<file path="src/rtl/tmr16_prescaled.sv">
module tmr16_prescaled #(
  parameter int CNT_W = 16,
  parameter int BUS_W = 8,
  parameter int SEL_W = 3,
  parameter int CLR_BIT = 4
) (
  input  logic             clk,
  input  logic             rst_n,
  input  logic             ctl_we,
  input  logic [BUS_W-1:0] ctl_wdata,
  output logic [BUS_W-1:0] ctl_rdata,
  input  logic             ext_clk,
  input  logic             rd_hi,
  input  logic             rd_lo,
  output logic [BUS_W-1:0] rd_data
);
  localparam int EXT_CODE = (1 << SEL_W) - 1;
  localparam int DIV_W    = EXT_CODE - 1;

  logic [SEL_W-1:0] sel;
  logic [DIV_W-1:0] div, div_mask;
  logic [CNT_W-1:0] cnt;
  logic [BUS_W-1:0] lo_buf;
  logic             armed;
  logic [2:0]       ext_s;
  logic             ext_rise, presc_tick, tick, clr;

  wire unused_wbits = ^{ctl_wdata[BUS_W-1:CLR_BIT+1], ctl_wdata[CLR_BIT-1:SEL_W]};

  assign clr = ctl_we & ctl_wdata[CLR_BIT];

  always_comb begin
    for (int i = 0; i < DIV_W; i++) div_mask[i] = (i < int'(sel));
  end

  assign presc_tick = (div & div_mask) == div_mask;
  assign ext_rise   = ext_s[1] & ~ext_s[2];
  assign tick       = (sel == SEL_W'(EXT_CODE)) ? ext_rise : presc_tick;

  always_ff @(posedge clk) begin
    if (!rst_n) begin
      sel <= '0;
    end else if (ctl_we) begin
      sel <= ctl_wdata[SEL_W-1:0];
    end
  end

  always_ff @(posedge clk) begin
    if (!rst_n) begin
      ext_s <= '0;
    end else begin
      ext_s <= {ext_s[1:0], ext_clk};
    end
  end

  always_ff @(posedge clk) begin
    if (!rst_n || clr) begin
      div <= '0;
      cnt <= '0;
    end else begin
      div <= div + 1'b1;
      if (tick) cnt <= cnt + 1'b1;
    end
  end

  always_ff @(posedge clk) begin
    if (!rst_n) begin
      armed  <= 1'b0;
      lo_buf <= '0;
    end else if (rd_lo) begin
      armed <= 1'b0;
    end else if (rd_hi && !armed) begin
      armed  <= 1'b1;
      lo_buf <= cnt[BUS_W-1:0];
    end
  end

  assign ctl_rdata = {{(BUS_W-SEL_W){1'b0}}, sel};
  assign rd_data   = rd_hi ? cnt[CNT_W-1:BUS_W]
                   : rd_lo ? (armed ? lo_buf : cnt[BUS_W-1:0])
                   : '0;
endmodule


</file>
<file path="config.mk">
export PLATFORM = sky130hd
export DESIGN_NAME = tmr16_prescaled
export DESIGN_NICKNAME = d
export VERILOG_FILES = /design/src/rtl/tmr16_prescaled.sv
export SDC_FILE = /design/constraint.sdc
export NUM_CORES = 1
export LEC_CHECK = 0
export BUFFER_PORTS_ARGS = -buffer_cell sky130_fd_sc_hd__buf_2
export CAP_MARGIN = 20
export CORE_ASPECT_RATIO = 2
export CORE_UTILIZATION = 55
export DETAILED_ROUTE_END_ITERATION = 8
export PLACE_DENSITY = 0.78
export SETUP_SLACK_MARGIN = 0.1
export SYNTH_ARGS = -nofsm -noshare
export SYNTH_HDL_FRONTEND = slang
export SYNTH_SLANG_ARGS = --single-unit
</file>
<file path="constraint.sdc">
create_clock -name clk -period 2.38 [get_ports clk]
set_input_delay 0.238 -clock clk [delete_from_list [all_inputs] [get_ports clk]]
set_output_delay 0.238 -clock clk [all_outputs]
set_load 0.02 [all_outputs]
</file>
Word-level counts from Yosys, hierarchy flattened
Cells that the tools add are included.

cells by class
  add/subtract/negate cells = 2
  order comparisons = 6
  eq/ne operators = 2
  mux-type cells = 4
  bitwise logic cells = 6
  reduce and logical (&&, ||, !) cells = 6

operators by type and width
  kind                                                                          count
  8-bit two-way mux                                                             3
  16-bit by 1-bit adder with 16-bit output (second input constant)              1
  6-bit by 1-bit adder with 6-bit output (second input constant)                1
  6-bit AND                                                                     1
  6-bit == test                                                                 1
  1-bit by 3-bit less-than comparator with 1-bit output (first input constant)  2
  2-bit by 3-bit less-than comparator with 1-bit output (first input constant)  2
  3-bit less-than comparator (first input constant)                             2
  3-bit == test (second input constant)                                         1
  1-bit inverter                                                                3
  1-bit AND                                                                     2
  1-bit logical NOT                                                             2
  2-bit AND reduction                                                           1
  2-bit OR reduction                                                            1
  1-bit logical AND                                                             1
  1-bit logical OR                                                              1
  1-bit two-way mux                                                             1

word-level totals
  bits in registers = 37
  input port bits = 14
  output and inout bits = 16
  word-level logic and storage cells = 32

Longest topological paths before layout
  depth in word-level cells = 4
  gate-level depth with buffers = 7
  gate-level depth less buffers = 6

Least setup slack after synthesis
Ideal clock, no wire load.

  path type = register to register
  from = reg sel[0]
  to = reg cnt[15]
  setup time = 0.072 ns
  arrival time = 1.702 ns
  required time = 2.308 ns
  setup slack = 0.607 ns
  cell stages (with the launch flop) = 7
  buffers on the path = 0
  period minus slack after synthesis = 1.773 ns
  path through = dfxtp_1 > nor2b_1 > o311ai_2 > o211ai_2 > and2_1 > nor4b_1 > mux2i_1

between the ends
  longest elaborated chain between the ends = 4
  elaborated cells on any way between the ends = 10
  those cells by class = order compare (6); eq/ne (2); mux (1); bitwise (1)

ends and longest elaborated chain
  element                                                                              RTL line  source
  from (decl)                                                                          20        logic [SEL_W-1:0] sel;
  from (signal assigned)                                                               44        sel <= ctl_wdata[SEL_W-1:0];
  1-bit by 3-bit less-than comparator with 1-bit output, or another cell as far along  33        for (int i = 0; i < DIV_W; i++) div_mask[i] = (i < int'(sel));
  6-bit AND                                                                            36        assign presc_tick = (div & div_mask) == div_mask;
  6-bit == test                                                                        36
  1-bit two-way mux (*)                                                                38        assign tick = (sel == SEL_W'(EXT_CODE)) ? ext_rise : presc_tick;
  to (signal assigned)                                                                 62        if (tick) cnt <= cnt + 1'b1;
  to (decl)                                                                            22        logic [CNT_W-1:0] cnt;

Every way passes the cells marked *; elsewhere a longest branch is shown, timed or not.
A chain may end at the register's enable or synchronous reset.

Worst setup path after layout
  from = reg div[2]
  to = reg cnt[15]

between the ends
  longest elaborated chain between the ends = 3

ends and longest elaborated chain
  element                 RTL line  source
  from (decl)             21        logic [DIV_W-1:0] div, div_mask;
  from (signal assigned)  61        div <= div + 1'b1;
  6-bit AND               36
  6-bit == test           36
  1-bit two-way mux       38

Every way passes these cells.

==> impl_results.md <==
- Worst vdd ir: 0.353 mV
- Die Span X: 42.3 µm
- Post-Place Cells: 242
- Commonest cells in the netlist: dfxtp_1, nor2_1, mux2i_1
- Initial antenna violation count: 0
- Via count: 1422
- Top cells by area, synth: dfxtp_1, mux2i_1, xnor2_1
- Design area: 1980 µm²
- Predominant post-synthesis flop cell: dfxtp_1
- Top-count cell post-synth: dfxtp_1
- Fmax: 0.493 GHz
- Routed WL: 3.81 mm
- Final setup fails: 0
- DRT iter0 DRCs: 22
- Hold Startpoint: rd_lo
- Post-synth EDFFs: 0
- DR WL/cell: 15.2 µm
- Crit path max fanout: 8
- Setup Fix Bufs, Post-CTS: 0
- Top-area cell type share of the netlist area: 41.4%
- Largest net degree at the start of global routing: 21
- Final nets: 234
- Worst slew margin: 55.0%
- Endpoint, Worst Hold: armed
- Post-synth ARST share: 0%
- TritonCTS Buffers: 5
- Critical path, cell by cell: nor2b_1 -> o311ai_2 -> o211ai_2 -> and2_1 -> nor4b_1 -> mux2i_1
- Final Skew: 2.04 ps
- Post-synthesis sequential area ratio: 41.4%
- I/O pin count: 30
- FF+latch count, synth: 37
- Num rows: 29
- Die height: 82.6 µm
- Worst r2r src: div[2]
- Clk slew on worst S/H paths: 70 ps
- CTS sink count: 37
- Initial Utilization: 57.3%
- Vias per std cell: 5.69
- Synth area leader: dfxtp_1
- Min-Delay Path Class: input port to flip-flop
- Pre-CTS setup slack: 406 ps
- Pwr dens: 593 nW/µm²
- Full die area: 3500 µm²
- Startpoint types: flip-flop
- Setup crit start: div[2]
- DRT antenna net count: 0
- Vias in the first global route: 1397
- Hold depth: 2
- Clk buf depth: 2
- Area post-placement: 1890 µm²
- CP peak stage delay: 430 ps
- Core area: 3120 µm²
- Worst R2R Setup Slack: 350 ps
- Fin. Hold Viols: 0
- DR pass1 iterations: 4
- Post-Syn Instances: 198
- Detailed Place HPWL: 2.76 mm
- RR Endpoint: cnt[15]
- Layout cells sized above 1: 16.0%
- Setup CP Type: flip-flop to flip-flop
- CTS tree: built
- Setup_tns: 0 ps
- Antenna diode count: 0
- Crit end category: flip-flop
- Max-capacitance violation count: 0
- CP required: 2600 ps
- Finished Layout Cells: 250
- Worst skew pair latency: 290 ps
- H-tree Lvls: 2
- Drt drc: 0
- Reg2Reg Depth: 6
- Worst path slowest cell: nor4b_1
- GR Util All Layers: 24.8%
- Average size of a mapped cell: 9.03 µm²
- Root Buffer: clkbuf_8
- Gr ovfl total: 0
- Worst-Margin Slew: 674 ps
- Resize count post-CTS: 0
- Minimum clock period: 2030 ps
- GP Congestion: 0.822
- Hold slack: 138 ps
- Distinct cells, synth: 31
- First-pass GRT wire length: 6.35 mm
- Hold Buf Count CTS: 0
- Final Cycle Share: 85.2%
- Run status: completed
- Final setup margin: 352 ps
- Layout area overhead: 10.6%
- Lkg Pwr: 0.709 nW
- I/O Buffers: 20
- RSZ-0062 raised after global routing: no
- Final Max Slew Viols: 0
- Ys Warns: 0
- Critical path data arrival time: 2250 ps
- Synthesized area: 1790 µm²
-- how the worst max path moves through the flow --
| stage | endpoint | slack (ps) |
|---|---|---|
| 6_report | cnt[15] | 350 |
| 5_1_grt | cnt[15] | 210 |
| 4_1_cts | cnt[15] | 360 |
| 3_5_place_dp | cnt[9] | 410 |
| 3_3_place_gp | cnt[9] | 470 |
| 2_1_floorplan | cnt[15] | 610 |
-- logic make-up after synthesis --
| family | after synthesis | share of synthesized area [%] |
|---|---|---|
| compound gates | 24 | 10.0 |
| xor+xnor | 18 | 8.82 |
| fa+ha+maj | 2 | 1.40 |
| buf+inv | 17 | 4.76 |
| flops | 37 | 41.4 |
| mux | 21 | 11.8 |
| other cells | 1 | 0.210 |
| simple gates | 78 | 21.6 |
-- state kept, by name, indices dropped and copies added (netlist names) --
| signal | count |
|---|---|
| armed | 1 |
| div | 6 |
| cnt | 16 |
| sel | 3 |
| ext_s | 3 |
| lo_buf | 8 |
-- final cells by class --
class,count,area (µm²)
multi-input cells,148,977
clock buffers,6,72.6
repair buffers,24,130
inverters,2,7.51
fillers,283,1140
clock inverters,2,10.0
flip-flops and latches,37,741
well taps,31,38.8
-- routing by layer --
layer | vias to the layer above | wire, µm | track usage, %
li1 | 707 | - | -
met1 | 651 | 1430 | 22.9
met2 | 42 | 2010 | 45.4
met3 | 22 | 116 | 4.78
met4 | 0 | 246 | 20.6
met5 | - | 0 | 0
-- cell usage in the layout (no fill, tap or decap), types with 4 or more instances in the layout --
| master | netlist | routed |
|---|---|---|
| buf_2 | 2 | 20 |
| conb_1 | 1 | 5 |
| nand3_1 | 8 | 8 |
| clkbuf_8 | 0 | 5 |
| nand2_1 | 15 | 15 |
| o21ai_0 | 8 | 8 |
| nand4_1 | 6 | 6 |
| dfxtp_1 | 37 | 37 |
| nor2b_1 | 12 | 12 |
| xnor2_1 | 16 | 16 |
| buf_4 | 5 | 4 |
| mux2i_1 | 21 | 21 |
| and2_1 | 5 | 5 |
| nor2_1 | 24 | 24 |
| a211oi_1 | 6 | 6 |
-- critical path: cells and delay by family, from the launching register on --
kind / cells / cell delay, ps
compound gates: 2 / 520
flops: 1 / 420
mux: 1 / 220
simple gates: 3 / 800
-- report_power, final --
part | leakage [nW] | internal [mW] | switching [mW]
Sequential | 0.300 | 0.633 | 0.0194
Clock | 0.0450 | 0.203 | 0.208
Combinational | 0.364 | 0.0438 | 0.0652
Total | 0.709 | 0.880 | 0.292
-- through the flow --
step / utilization, % / total power, mW
after floorplan: - / 0.747
after global routing: 63.4 / 1.22
after global placement: 60.7 / 0.771
after detailed placement: 60.7 / 0.775
after CTS: 63.4 / 1.19
final: 63.4 / 1.17
Power figures use the tool's default switching activity.
